--- config.mk ---
export PLATFORM = sky130hd
export DESIGN_NAME = cec_rx_frame_fifo
export DESIGN_NICKNAME = d
export VERILOG_FILES = /design/src/rtl/cec_rx_pkg.sv /design/src/rtl/cec_rx_assembler.sv /design/src/rtl/cec_rx_store.sv /design/src/rtl/cec_rx_regs.sv /design/src/rtl/cec_rx_frame_fifo.sv
export SDC_FILE = /design/constraint.sdc
export NUM_CORES = 1
export LEC_CHECK = 0
export BUFFER_PORTS_ARGS = -buffer_cell sky130_fd_sc_hd__buf_2
export CAP_MARGIN = 5
export CELL_PAD_IN_SITES_DETAIL_PLACEMENT = 1
export CELL_PAD_IN_SITES_GLOBAL_PLACEMENT = 2
export CORE_UTILIZATION = 30
export CTS_CLUSTER_DIAMETER = 50
export DETAILED_ROUTE_END_ITERATION = 8
export PLACE_DENSITY = 0.55
export SYNTH_ARGS = -nofsm -noshare
export SYNTH_HDL_FRONTEND = slang
export SYNTH_SLANG_ARGS = --single-unit
--- constraint.sdc ---
create_clock -name clk -period 6.85 [get_ports clk]
set_clock_uncertainty 0.2 [all_clocks]
set_input_delay 0.3425 -clock clk [delete_from_list [all_inputs] [get_ports clk]]
set_output_delay 0.3425 -clock clk [all_outputs]
set_load 0.01 [all_outputs]
--- src/rtl/cec_rx_pkg.sv ---
package cec_rx_pkg;
  localparam int FRAME_BYTES = 16;
  localparam int MAX_OPS     = FRAME_BYTES - 2;

  localparam logic [7:0] A_STATUS  = 8'h00;
  localparam logic [7:0] A_HEADER  = 8'h04;
  localparam logic [7:0] A_OPCODE  = 8'h08;
  localparam logic [7:0] A_CTRL    = 8'h0C;
  localparam logic [7:0] A_IST     = 8'h10;
  localparam logic [7:0] A_IEN     = 8'h14;
  localparam logic [7:0] A_MASK_LO = 8'h18;
  localparam logic [7:0] A_MASK_HI = 8'h1C;
  localparam logic [7:0] A_OPD     = 8'h20;

  localparam int IST_RXNE = 1;
  localparam int IST_OVF  = 3;

  typedef enum logic [1:0] {
    CT_IDLE  = 2'b00,
    CT_POP   = 2'b01,
    CT_FLUSH = 2'b11
  } ctrl_e;
endpackage

--- src/rtl/cec_rx_assembler.sv ---
module cec_rx_assembler
  import cec_rx_pkg::*;
(
  input  logic        clk,
  input  logic        rst_n,
  input  logic        rx_valid,
  output logic        rx_ready,
  input  logic [7:0]  rx_byte,
  input  logic        rx_last,
  input  logic        rx_err,
  input  logic [15:0] mask,
  input  logic        full,
  input  logic        flush,
  output logic        byte_we,
  output logic [3:0]  byte_idx,
  output logic [7:0]  byte_data,
  output logic        commit,
  output logic [3:0]  commit_cnt,
  output logic        commit_err,
  output logic        overflow
);
  localparam logic [4:0] IDX_SAT = 5'(FRAME_BYTES);

  logic       in_frame, keep_q, err_q;
  logic [4:0] idx_q, cur_idx, nbytes;
  logic       hs, hdr_ok, keep_now, err_acc;

  assign rx_ready  = !flush;
  assign hs        = rx_valid && rx_ready;
  assign hdr_ok    = mask[rx_byte[3:0]] || (rx_byte[3:0] == 4'hF);
  assign keep_now  = in_frame ? keep_q : (hdr_ok && !full);
  assign cur_idx   = in_frame ? idx_q : 5'd0;
  assign nbytes    = cur_idx + 5'd1;
  assign err_acc   = in_frame && err_q;

  assign byte_we    = hs && keep_now && (cur_idx < IDX_SAT);
  assign byte_idx   = cur_idx[3:0];
  assign byte_data  = rx_byte;
  assign commit     = hs && rx_last && keep_now;
  assign commit_err = err_acc || rx_err;
  assign overflow   = hs && !in_frame && hdr_ok && full;

  always_comb begin
    if (nbytes <= 5'd2)            commit_cnt = 4'd0;
    else if (nbytes >= IDX_SAT)    commit_cnt = 4'(MAX_OPS);
    else                           commit_cnt = 4'(nbytes - 5'd2);
  end

  always_ff @(posedge clk) begin
    if (!rst_n) begin
      in_frame <= 1'b0;
      keep_q   <= 1'b0;
      err_q    <= 1'b0;
      idx_q    <= '0;
    end else if (flush) begin
      keep_q <= 1'b0;
    end else if (hs) begin
      in_frame <= !rx_last;
      keep_q   <= keep_now;
      err_q    <= err_acc || rx_err;
      idx_q    <= (cur_idx == IDX_SAT) ? IDX_SAT : nbytes;
    end
  end

  AST_OPCNT_CAP: assert property (@(posedge clk) disable iff (!rst_n)
    commit |-> (commit_cnt <= 4'(MAX_OPS)));
endmodule

--- src/rtl/cec_rx_store.sv ---
module cec_rx_store
  import cec_rx_pkg::*;
#(
  parameter int DEPTH = 4
) (
  input  logic                              clk,
  input  logic                              rst_n,
  input  logic                              byte_we,
  input  logic [3:0]                        byte_idx,
  input  logic [7:0]                        byte_data,
  input  logic                              commit,
  input  logic [3:0]                        commit_cnt,
  input  logic                              commit_err,
  input  logic                              pop,
  input  logic                              flush,
  input  logic [3:0]                        op_sel,
  output logic [$clog2(DEPTH+1)-1:0]        count,
  output logic                              full,
  output logic [7:0]                        head_hdr,
  output logic [7:0]                        head_opc,
  output logic [3:0]                        head_cnt,
  output logic                              head_err,
  output logic [7:0]                        head_opd
);
  localparam int PTR_W = (DEPTH > 1) ? $clog2(DEPTH) : 1;
  localparam int CNT_W = $clog2(DEPTH+1);
  localparam logic [PTR_W-1:0] LAST_SLOT = PTR_W'(DEPTH-1);

  logic [7:0]       mem [DEPTH][FRAME_BYTES];
  logic [3:0]       cnt_q [DEPTH];
  logic [DEPTH-1:0] err_q;
  logic [PTR_W-1:0] wr_ptr, rd_ptr;
  logic             pop_eff;

  assign full     = (count == CNT_W'(DEPTH));
  assign pop_eff  = pop && (count != '0);
  assign head_hdr = mem[rd_ptr][0];
  assign head_opc = mem[rd_ptr][1];
  assign head_opd = mem[rd_ptr][4'(op_sel + 4'd2)];
  assign head_cnt = cnt_q[rd_ptr];
  assign head_err = err_q[rd_ptr];

  always_ff @(posedge clk) begin
    if (byte_we) mem[wr_ptr][byte_idx] <= byte_data;
  end

  always_ff @(posedge clk) begin
    if (!rst_n) begin
      wr_ptr <= '0;
      rd_ptr <= '0;
      count  <= '0;
      err_q  <= '0;
      for (int i = 0; i < DEPTH; i++) cnt_q[i] <= '0;
    end else if (flush) begin
      wr_ptr <= '0;
      rd_ptr <= '0;
      count  <= '0;
    end else begin
      if (commit) begin
        cnt_q[wr_ptr] <= commit_cnt;
        err_q[wr_ptr] <= commit_err;
        wr_ptr <= (wr_ptr == LAST_SLOT) ? '0 : wr_ptr + 1'b1;
      end
      if (pop_eff) rd_ptr <= (rd_ptr == LAST_SLOT) ? '0 : rd_ptr + 1'b1;
      count <= count + CNT_W'(commit) - CNT_W'(pop_eff);
    end
  end

  AST_COUNT_BOUND: assert property (@(posedge clk) disable iff (!rst_n)
    count <= CNT_W'(DEPTH));
  AST_NO_COMMIT_FULL: assert property (@(posedge clk) disable iff (!rst_n)
    commit |-> !full);
  AST_FLUSH_EMPTIES: assert property (@(posedge clk) disable iff (!rst_n)
    flush |=> (count == '0));
endmodule

--- src/rtl/cec_rx_regs.sv ---
module cec_rx_regs
  import cec_rx_pkg::*;
#(
  parameter int CNT_W = 3
) (
  input  logic             clk,
  input  logic             rst_n,
  input  logic             reg_we,
  input  logic [7:0]       reg_addr,
  input  logic [7:0]       reg_wdata,
  output logic [7:0]       reg_rdata,
  output logic             irq,
  input  logic [CNT_W-1:0] count,
  input  logic [7:0]       head_hdr,
  input  logic [7:0]       head_opc,
  input  logic [3:0]       head_cnt,
  input  logic             head_err,
  input  logic [7:0]       head_opd,
  input  logic             commit,
  input  logic             overflow,
  output logic             pop,
  output logic             flush,
  output logic [15:0]      mask,
  output logic [3:0]       op_sel
);
  ctrl_e      ctrl_q;
  logic [7:0] ist_q, ien_q, off;
  logic [7:0] ist_set, ist_clr;
  logic       empty, in_opd;

  assign pop    = (ctrl_q == CT_POP);
  assign flush  = (ctrl_q == CT_FLUSH);
  assign irq    = |(ist_q & ien_q);
  assign empty  = (count == '0);
  assign off    = reg_addr - A_OPD;
  assign op_sel = off[5:2];
  assign in_opd = (reg_addr >= A_OPD) && (off < 8'(4*MAX_OPS)) && (off[1:0] == 2'b00);

  always_comb begin
    ist_set = '0;
    ist_set[IST_RXNE] = commit;
    ist_set[IST_OVF]  = overflow;
    ist_clr = (reg_we && reg_addr == A_IST) ? reg_wdata : 8'h00;
  end

  always_ff @(posedge clk) begin
    if (!rst_n) begin
      ctrl_q <= CT_IDLE;
      ist_q  <= '0;
      ien_q  <= '0;
      mask   <= '0;
    end else begin
      if (ctrl_q != CT_IDLE)
        ctrl_q <= CT_IDLE;
      else if (reg_we && reg_addr == A_CTRL)
        ctrl_q <= (reg_wdata[1:0] == 2'b11) ? CT_FLUSH :
                  (reg_wdata[1:0] == 2'b01) ? CT_POP : CT_IDLE;
      ist_q <= (ist_q & ~ist_clr) | ist_set;
      if (reg_we && reg_addr == A_IEN)     ien_q      <= reg_wdata;
      if (reg_we && reg_addr == A_MASK_LO) mask[7:0]  <= reg_wdata;
      if (reg_we && reg_addr == A_MASK_HI) mask[15:8] <= reg_wdata;
    end
  end

  always_comb begin
    reg_rdata = 8'h00;
    if (in_opd) reg_rdata = head_opd;
    else case (reg_addr)
      A_STATUS:  reg_rdata = empty ? 8'h00 : {head_err, 3'(count), head_cnt};
      A_HEADER:  reg_rdata = head_hdr;
      A_OPCODE:  reg_rdata = head_opc;
      A_CTRL:    reg_rdata = {6'd0, ctrl_q};
      A_IST:     reg_rdata = ist_q;
      A_IEN:     reg_rdata = ien_q;
      A_MASK_LO: reg_rdata = mask[7:0];
      A_MASK_HI: reg_rdata = mask[15:8];
      default:   reg_rdata = 8'h00;
    endcase
  end

  AST_CTRL_SELF_CLEAR: assert property (@(posedge clk) disable iff (!rst_n)
    (ctrl_q != CT_IDLE) |=> (ctrl_q == CT_IDLE));
  AST_RXNE_ON_COMMIT: assert property (@(posedge clk) disable iff (!rst_n)
    commit |=> ist_q[IST_RXNE]);
  AST_OVF_LATCH: assert property (@(posedge clk) disable iff (!rst_n)
    overflow |=> ist_q[IST_OVF]);
endmodule

--- src/rtl/cec_rx_frame_fifo.sv ---
module cec_rx_frame_fifo
  import cec_rx_pkg::*;
#(
  parameter int DEPTH = 4
) (
  input  logic       clk,
  input  logic       rst_n,
  input  logic       rx_valid,
  output logic       rx_ready,
  input  logic [7:0] rx_byte,
  input  logic       rx_last,
  input  logic       rx_err,
  input  logic       reg_we,
  input  logic [7:0] reg_addr,
  input  logic [7:0] reg_wdata,
  output logic [7:0] reg_rdata,
  output logic       irq
);
  localparam int CNT_W = $clog2(DEPTH+1);

  logic             byte_we, commit, commit_err, overflow, full, pop, flush;
  logic [3:0]       byte_idx, commit_cnt, head_cnt, op_sel;
  logic [7:0]       byte_data, head_hdr, head_opc, head_opd;
  logic             head_err;
  logic [15:0]      mask;
  logic [CNT_W-1:0] count;

  cec_rx_assembler u_asm (
    .clk, .rst_n, .rx_valid, .rx_ready, .rx_byte, .rx_last, .rx_err,
    .mask, .full, .flush, .byte_we, .byte_idx, .byte_data,
    .commit, .commit_cnt, .commit_err, .overflow
  );

  cec_rx_store #(.DEPTH(DEPTH)) u_store (
    .clk, .rst_n, .byte_we, .byte_idx, .byte_data, .commit, .commit_cnt,
    .commit_err, .pop, .flush, .op_sel, .count, .full,
    .head_hdr, .head_opc, .head_cnt, .head_err, .head_opd
  );

  cec_rx_regs #(.CNT_W(CNT_W)) u_regs (
    .clk, .rst_n, .reg_we, .reg_addr, .reg_wdata, .reg_rdata, .irq,
    .count, .head_hdr, .head_opc, .head_cnt, .head_err, .head_opd,
    .commit, .overflow, .pop, .flush, .mask, .op_sel
  );
endmodule

* Word level (Yosys, flattened, before mapping)
Memory sizes are Yosys's and may differ from the RTL's. A register that Yosys moved wholly into a read port is not among the register bits.
Cells that the tools add are included.
** Cells by class
- Mux-type cells :: 39
- Magnitude comparators :: 12
- Reductions and logical operators :: 37
- $add $sub $neg :: 8
- Equal/unequal tests :: 16
- Bitwise logic cells :: 8
** Operators by type and width (number)
- $mux 128 :: 1
- $pmux 8 s8 :: 1
- $mux 8 :: 6
- $bmux 8 s4 :: 1
- $demux 8 s4 :: 1
- $eq 8x5->1 const B :: 4
- $logic_and 1x1->1 :: 20
- $and 8x8->8 :: 2
- $eq 8x4->1 const B :: 2
- $mux 2 :: 8
- $ge 5x5->1 const B :: 3
- $mux 1 :: 12
- $mux 4 :: 3
- $mux 5 :: 2
- $not 4->5 :: 2
- $eq 2x2->1 const B :: 4
- $eq 8x3->1 const B :: 1
- $ge 8x6->1 const B :: 1
- $logic_not 8->1 :: 1
- $lt 8x6->1 const B :: 1
- $not 8->8 :: 1
- $or 8x4->8 :: 1
- $reduce_or 8->1 :: 1
- $sub 8x6->8 const B :: 1
- 30 further kinds :: 40
** Storage, ports and cells
- Flip-flop bits (word level) :: 53
- Logic and storage cells :: 135
- Memories kept :: 2
- Output and inout bits :: 10
- Bits in writable memories :: 528
- Input port bits :: 30
** Memories
- u_store.mem :: words 4, bits a word 128, read ports 1, clocked after memory_dff 1, write ports 1, RTL line cec_rx_store.sv:29 : logic [7:0] mem [DEPTH][FRAME_BYTES];
- u_store.cnt_q :: words 4, bits a word 4, read ports 1, clocked after memory_dff 1, write ports 4, RTL line cec_rx_store.sv:30 : logic [3:0] cnt_q [DEPTH];

* Longest topological paths before layout
Gate-level depths: netlist of run 1.
- Depth after elaboration :: 12
- Depth in mapped cells :: 13
- Gate-level depth less buffers :: 10

* Hierarchy
From an unflattened synthesis of run 1, not the netlist that was laid out.
** Unflattened totals
- Cell total of the unflattened synthesis :: 1363
- Area total of the unflattened synthesis :: 24288.3 sq um
** Modules (own cells, without submodules)
- cec_rx_store :: cells each 1021, area each 21430.6 sq um, seq. area each 16115.5 sq um, instances 1
- cec_rx_regs :: cells each 239, area each 2065.7 sq um, seq. area each 680.7 sq um, instances 1
- cec_rx_assembler :: cells each 103, area each 792.0 sq um, seq. area each 160.2 sq um, instances 1

* Worst setup path after synthesis of run 1
No wires, ideal clock.
- Path kind :: input port to output port
- Start point :: input port reg_addr[3]
- End point :: output port reg_rdata[5]
- Required time :: 6307 ps
- Arrival :: 2609 ps
- Path buffers :: 3
- Stages on the path :: 10
- Slack :: 3699 ps
- Cells stage by stage :: clkbuf_1 > inv_1 > clkbuf_1 > clkbuf_1 > ha_1 > nand3b_1 > a311o_1 > a21oi_1 > nand2_1 > o21ai_0
** On the way
- Cells in the longest elaborated chain, start to end :: 7
- Elaborated cells on any way between the ends :: 20
- Classes of those cells :: add/sub: 2; order compare: 2; eq/ne: 7; mux: 5; bitwise: 1; reduce/logical: 3
** RTL lines
- from (decl) :: RTL line cec_rx_frame_fifo.sv:14 : input logic [7:0] reg_addr,
- $sub 8x6->8 :: RTL line cec_rx_regs.sv:35 : assign off = reg_addr - A_OPD;
- $add 4x2->4 :: RTL line cec_rx_store.sv:39 : assign head_opd = mem[rd_ptr][4'(op_sel + 4'd2)];
- $not 4->5 (implied by the code) :: RTL line cec_rx_store.sv:39
- $bmux 8 s4 :: RTL line cec_rx_store.sv:39
- $mux 8 (implied by the code) (2 in a row) :: RTL line cec_rx_store.sv:39
- $mux 8 * :: RTL line cec_rx_regs.sv:67 : if (in_opd) reg_rdata = head_opd;
- to (decl) :: RTL line cec_rx_frame_fifo.sv:16 : output logic [7:0] reg_rdata,
Mark *: on every way between the ends. The rest lies on a longest branch, timed or not. The select of a mux whose other input is x is not followed.

==> impl_metrics.csv, run 1 <==
group,metric,value,unit
synth,synth_fp_nets,1382,
drt,antenna_violating_nets_post_route,0,
worst_setup_path,critical_path_arrival,3.66,ns
sta,setup_slack,2.64,ns
sta,fin_crit_sh,0.614,
clocking,clock_tree.root_cell,"sky130_fd_sc_hd__clkbuf_16",
place,gpl.final_weighted_congestion,0.835,
drt,vias_per_cell,5.04,
worst_setup_path,timing.critical_path.to_type,"output port",
power,power.density,286,nW/um^2
sta,min_period,4.21,ns
clocking,cts.htree.levels,3,
floorplan,std_cell_rows,103,
sta,final_max_slew_viol_count,0,
place,dp_hpwl,45.1,mm
layout,antennaDiodeCount,0,
grt,antenna_found_initial,1,
floorplan,core_box_area,79100,sq um
sta,worst_slew_pin_slew,1.21,ns
place,postPlaceCellArea,25500,sq um
floorplan,fp.dieW,285,um
clocking,cts.clk_slew.worst_paths,0.06,ns
clocking,tritoncts,"yes",
min_path,hold_path.class,"in -> reg",
synth,seq_area_frac_synth,0.706,
min_path,timing.hold.worst.start,"rx_byte[2]",
drt,wl,70.4,mm
grt,grt_util_all_layers,0.176,
synth,mappedNetlistArea,24000,sq um
layout,final_layout_size_suffix_gt1_frac,0.248,
floorplan,floorplan.die.height,285,um
floorplan,ioPinCount,40,
clocking,tritoncts_num_sinks,583,
drt,wl_per_cell,27.8,um
clocking,clock_path_buffers,3,
layout,fin_nets,1468,
worst_setup_path,crit_path_start_kind,"register",
synth,yosys_register_bits,583,
grt,global_route_wire_length_before_repair,103,mm
sta,max_slew_margin,0.190,
grt,vias_in_the_first_global_route,13700,
floorplan,die-area,81100,sq um
synth,synth_async_sr_flop_share,0,
synth,yosys_warnings,0,
drt,first_pass_iters,5,
worst_setup_path,crit-reg2reg-launch,"u_regs.mask[9]$_SDFFE_PN0P_",
flow_run,maxCapViolCount,0,
sta,report.final.setup_viol,0,
worst_setup_path,timing.critical_path.fanout_max,28,
floorplan,initial_utilization,0.303,
power,ir_worst_vdd,0.000128,V
run_status,status,"complete, no violations",
synth,synth_edf_count,528,
power,leakage,8.62,nW
power,design_power_total,8.03,mW
drt,drt-initial-drc-count,867,
sta,final.setup.tns,0,ns
drt,route.vias.total,12800,
layout,final_util,0.355,
worst_setup_path,worst-setup-path-type,"reg -> out",
drt,drc,0,
synth,synth_area_per_cell,18.0,sq um
sta,report.final.hold_viol_count,0,
synth,synth_flop_cell,"sky130_fd_sc_hd__edfxtp_1",
synth,syn_inst,1334,
grt,grt_start_max_net_pins,137,
worst_setup_path,cp.required,6.31,ns
clocking,clk_latency,0.60,ns
sta,rsz0062_at_grt,"no",
sta,fmaxAchievable,238,MHz
place,port_buffers,39,
layout,syn_to_final_growth,17.0,%
layout,finalInstanceArea,28100,sq um
clocking,numCtsBuffers,76,
grt,overflow,0,
synth,ys_types,62,
place,detailedPlace.worstSlack,2.24,ns
-- metal layers --
layer	vias up	global-route usage	wire length, um
li1	5539	-	-
met1	6852	0.251	32800
met2	287	0.282	33600
met3	79	0.0278	2780
met4	0	0.0433	1180
met5	-	0	0
-- per-stage QoR --
stage               hold slack [ns]  instances
floorplan                     0.222       1334
global placement              0.247       2379
detailed placement            0.248       2379
CTS                          0.0368       2529
global route                 0.0479       2529
finish                       0.0575       2529
-- cell usage after synthesis, drive strengths merged (2+ instances only) --
cell type | instances | area, sq um
or4b | 4 | 47.6
nand2 | 107 | 402
edfxtp | 528 | 15900
mux2 | 4 | 45.0
nand2b | 2 | 12.5
o21a | 2 | 15.0
a32o | 6 | 60.1
and2 | 6 | 37.5
buf | 39 | 245
xor2 | 4 | 35.0
mux2i | 60 | 613
mux4 | 151 | 3410
o221ai | 5 | 43.8
o2bb2ai | 2 | 17.5
nor2b | 29 | 181
clkbuf | 35 | 131
a221oi | 2 | 17.5
a22oi | 12 | 90.1
o311ai | 2 | 17.5
a22o | 3 | 26.3
inv | 14 | 52.6
a21oi | 25 | 125
nor2 | 103 | 462
nor3 | 6 | 30.0
nand4 | 9 | 56.3
a311oi | 2 | 17.5
a32oi | 7 | 61.3
a21boi | 4 | 30.0
a31oi | 4 | 25.0
ha | 17 | 213
o211ai | 5 | 37.5
nand3 | 17 | 85.1
xnor2 | 4 | 35.0
nor4 | 9 | 56.3
and3 | 6 | 37.5
a21o | 2 | 15.0
dfxtp | 55 | 1100
o21ai | 29 | 145
-- repair_timing --
| item | 4_1_cts | 5_1_grt |
|---|---|---|
| buffers inserted | 0 | 0 |
| resized for setup | 0 | 0 |
| hold buffers | 13 | 0 |
| hold endpoints to repair | 40 | 0 |
-- placed cells by master (no fill, tap or decap), types with 12 or more instances in the layout --
master / instances
sky130_fd_sc_hd__edfxtp_1: 528
sky130_fd_sc_hd__mux4_2: 148
sky130_fd_sc_hd__nand2_1: 107
sky130_fd_sc_hd__nor2_1: 89
sky130_fd_sc_hd__clkbuf_16: 82
sky130_fd_sc_hd__mux2i_1: 59
sky130_fd_sc_hd__dfxtp_1: 53
sky130_fd_sc_hd__buf_2: 39
sky130_fd_sc_hd__o21ai_0: 29
sky130_fd_sc_hd__nor2b_1: 29
sky130_fd_sc_hd__buf_4: 27
sky130_fd_sc_hd__a21oi_1: 25
sky130_fd_sc_hd__nand3_1: 17
sky130_fd_sc_hd__ha_1: 17
sky130_fd_sc_hd__inv_1: 13
sky130_fd_sc_hd__dlygate4sd3_1: 13
sky130_fd_sc_hd__a22oi_1: 12
-- cell type report --
| class | instances | area, sq um |
|---|---|---|
| clock buffer | 95 | 2120 |
| clock inverter | 42 | 355 |
| fill | 7868 | 51000 |
| inverter | 15 | 56.3 |
| multi-input combinational | 662 | 6680 |
| sequential | 583 | 17000 |
| tap | 1050 | 1310 |
| timing repair buffer | 82 | 588 |
-- worst paths after layout --
kind | endpoint | slack (ns) | cells after the start
setup / recovery | reg_rdata[4] | 2.64 | 6
hold / removal | u_store.mem[2][34]$_DFFE_PP_ | 0.06 | 1
setup reg to reg | u_store.mem[3][101]$_DFFE_PP_ | 3.09 | 5
hold reg to reg | u_regs.ist_q[0]$_SDFF_PN0_ | 0.25 | 2
-- sequential cells by signal, indices dropped and copies added (netlist names), named ones only --
register / count
u_asm.err_q: 1
u_regs.ctrl_q: 2
u_store.count: 3
u_asm.idx_q: 5
u_regs.ien_q: 8
u_store.mem: 512
u_store.err_q: 4
u_store.rd_ptr: 2
u_store.wr_ptr: 2
u_asm.keep_q: 1
u_store.cnt_q: 16
u_asm.in_frame: 1
u_regs.ist_q: 8
u_regs.mask: 16
-- report_power, final --
part / total (mW) / switching [mW] / internal [mW]
clock network: 3.88 / 1.55 / 2.33
registers: 3.89 / 0.00646 / 3.88
logic: 0.259 / 0.192 / 0.0675
-- cell families (layout without fill, tap and decap cells) --
logic type | count (synthesis) | count (layout) | share of synthesized area
xor gates and xnor gates | 8 | 8 | 0.00292
buffers and inverters | 89 | 234 | 0.0180
AOI/OAI and AO/OA | 118 | 118 | 0.0330
and+or+nand+nor | 303 | 303 | 0.0604
adders and majority gates | 18 | 18 | 0.00969
DFF | 583 | 583 | 0.706
muxes | 215 | 215 | 0.170
-- critical path: stages (launching register included) --
cell	delay, ns
sky130_fd_sc_hd__dfxtp_4	0.49
sky130_fd_sc_hd__buf_4	0.54
sky130_fd_sc_hd__mux4_2	0.68
sky130_fd_sc_hd__mux4_2	0.48
sky130_fd_sc_hd__mux2i_1	0.32
sky130_fd_sc_hd__o221ai_1	0.27
sky130_fd_sc_hd__buf_2	0.21
Power figures use the tool's default switching activity.
==> inputs of run 2 (changes only) <==
Clock period 6.85 ns to 4 ns, I/O delays scaled along.
==> impl_metrics.csv, run 2 (synthesized netlist as in run 1, its figures left out) <==
group,metric,value,unit
drt,wl,73.0,mm
sta,fin_crit_sh,0.968,
worst_setup_path,r2r_cells,5,
power,pwr-share-seq,0.468,
sta,fmaxAchievable,258,MHz
grt,global_route_wire_length_before_repair,105,mm
clocking,cts.htree.levels,3,
power,share_clk_of_total_power,0.498,
min_path,hold_critical_path_depth,1,
sta,final_max_slew_viol_count,0,
floorplan,core_box_area,79100,sq um
grt,grt_start_max_net_pins,65,
clocking,clk_latency,0.62,ns
sta,rsz0062_at_grt,"no",
sta,final.setup.tns,0,ns
grt,grt_util_all_layers,0.182,
layout,antennaDiodeCount,0,
sta,min_period,3.87,ns
worst_setup_path,timing.reg2reg.setup_slack,0.60,ns
worst_setup_path,timing.critical_path.to_type,"output port",
worst_setup_path,crit-reg2reg-launch,"u_regs.mask[3]$_SDFFE_PN0P_",
floorplan,die-area,81100,sq um
power,power.density,495,nW/um^2
layout,fin_nets,1522,
drt,first_pass_iters,5,
grt,overflow,0,
power,switching_share,0.217,
layout,layout.cells.most_common_list,"sky130_fd_sc_hd__edfxtp_1 (528), sky130_fd_sc_hd__mux4_2 (148), sky130_fd_sc_hd__nand2_1 (107)",
worst_setup_path,cp.required,3.60,ns
clocking,tritoncts,"yes",
clocking,clock_tree.root_cell,"sky130_fd_sc_hd__clkbuf_16",
floorplan,floorplan.die.height,285,um
power,internal_power,11.1,mW
drt,wl_per_cell,28.2,um
sta,max_slew_margin,0.186,
power,net_load_switching_power,3.09,mW
grt,vias_in_the_first_global_route,14100,
power,leakage,8.98,nW
clocking,tritoncts_num_sinks,583,
clocking,numCtsBuffers,79,
sta,worst_slew_pin_slew,1.22,ns
clocking,cts.clk_slew.worst_paths,0.05,ns
drt,drt-initial-drc-count,961,
power,ir_worst_vdd,0.000257,V
layout,syn_to_final_growth,19.6,%
sta,hold-worst-slack,0.00194,ns
layout,final_layout_size_suffix_gt1_frac,0.273,
floorplan,std_cell_rows,103,
place,port_buffers,39,
floorplan,fp.dieW,285,um
place,gpl.final_weighted_congestion,0.780,
grt,antenna_found_initial,2,
min_path,hold_path.class,"in -> reg",
worst_setup_path,worstReg2RegEnd,"u_store.mem[1][32]$_DFFE_PP_",
floorplan,ioPinCount,40,
run_status,status,"complete, no violations",
layout,top_register,"u_store.mem",
layout,largest_register_ffs,512,
drt,route.vias.total,13200,
worst_setup_path,worst-setup-path-type,"reg -> out",
min_path,hold_end,"u_store.mem[2][118]$_DFFE_PP_",
drt,antenna_violating_nets_post_route,0,
min_path,timing.hold.worst.start,"rx_byte[6]",
drt,drc,0,
drt,vias_per_cell,5.10,
layout,layout_commonest_cell,"sky130_fd_sc_hd__edfxtp_1",
layout,reg_top3,"u_store.mem (512), u_regs.mask (16), u_store.cnt_q (16)",
power,design_power_total,14.2,mW
sta,report.final.hold_viol_count,0,
worst_setup_path,timing.critical_path.fanout_max,17,
worst_setup_path,crit_path_start_kind,"register",
worst_setup_path,critical_path_arrival,3.47,ns
power,p_comb_frac,0.034,
place,dp_hpwl,48.8,mm
floorplan,initial_utilization,0.303,
sta,report.final.setup_viol,0,
clocking,clock_path_buffers,3,
place,dpl.cell_count,2418,
layout,final_non_filler_cell_total,2588,
flow_run,maxCapViolCount,0,
==> run 2: cell types whose count changed in the layout (fill, tap and decap cells not counted), moves of 2 or more <==
cell,delta
sky130_fd_sc_hd__dlygate4sd3_1,+4
sky130_fd_sc_hd__clkbuf_1,+5
sky130_fd_sc_hd__clkbuf_16,+2
sky130_fd_sc_hd__clkinv_1,-2
sky130_fd_sc_hd__inv_8,-2
sky130_fd_sc_hd__buf_12,+5
sky130_fd_sc_hd__bufinv_16,+4
sky130_fd_sc_hd__buf_4,+41
sky130_fd_sc_hd__clkinv_2,+2
sky130_fd_sc_hd__clkinv_4,-3
==> run 2: how the worst max path moves through the flow <==
stage,start,cells past startpoint,slack [ns],to
final,register,7,0.13,reg_rdata[5]
after global routing,register,9,0.04,reg_rdata[1]
after CTS,register,6,0.01,reg_rdata[0]
after detailed placement,rx_byte[2],6,0.36,u_store.mem[3][1]$_DFFE_PP_
after global placement,rx_byte[2],6,0.34,u_store.mem[1][32]$_DFFE_PP_
after floorplan,reg_addr[3],10,1.13,reg_rdata[5]
==> run 2: critical path, stage by stage, from the launching register on <==
cell and delay (ns):
sky130_fd_sc_hd__dfxtp_4 0.49, sky130_fd_sc_hd__buf_12 0.23, sky130_fd_sc_hd__buf_4 0.20, sky130_fd_sc_hd__mux4_2 0.55, sky130_fd_sc_hd__mux4_2 0.56, sky130_fd_sc_hd__mux2i_1 0.35, sky130_fd_sc_hd__o21ai_0 0.24, sky130_fd_sc_hd__buf_2 0.20
==> run 2: layout make-up <==
cell class | count | area, sq um
fillers | 7887 | 50400
repair buffers | 133 | 1050
flip-flops and latches | 583 | 17000
well taps | 1050 | 1310
clock inverters | 43 | 458
multi-input cells | 662 | 6680
inverters | 15 | 56.3
clock buffers | 102 | 2190
==> run 2: power by group through the flow <==
stage                     clock network (mW)  logic (mW)  registers, mW
final                                   7.08       0.486           6.66
after global routing                    7.43       0.517           6.66
after CTS                               7.22       0.493           6.66
after detailed placement                   0       0.479           6.79
after global placement                     0       0.475           6.79
after floorplan                            0       0.188           6.78
==> run 2: per-layer routing <==
layer	GRT usage	routed length, um	vias up
li1	-	-	5647
met1	0.253	33500	7127
met2	0.291	34500	314
met3	0.0280	2970	104
met4	0.0617	2060	0
met5	0	0	-
==> run 2: stage by stage <==
step	utilization	setup slack, ns	cell area (sq um)
5_1_grt	0.363	0.0404	28700
6_report	0.363	0.128	28700
4_1_cts	0.362	0.0139	28600
2_1_floorplan	-	1.13	24000
3_3_place_gp	0.326	0.336	25800
3_5_place_dp	0.326	0.362	25800
==> run 2: repair_timing <==
action,in CTS,in global routing
endpoints found under the hold margin,59,0
resized for setup,0,2
setup endpoints to repair,0,5
buffers inserted,0,8
hold buffers,17,0
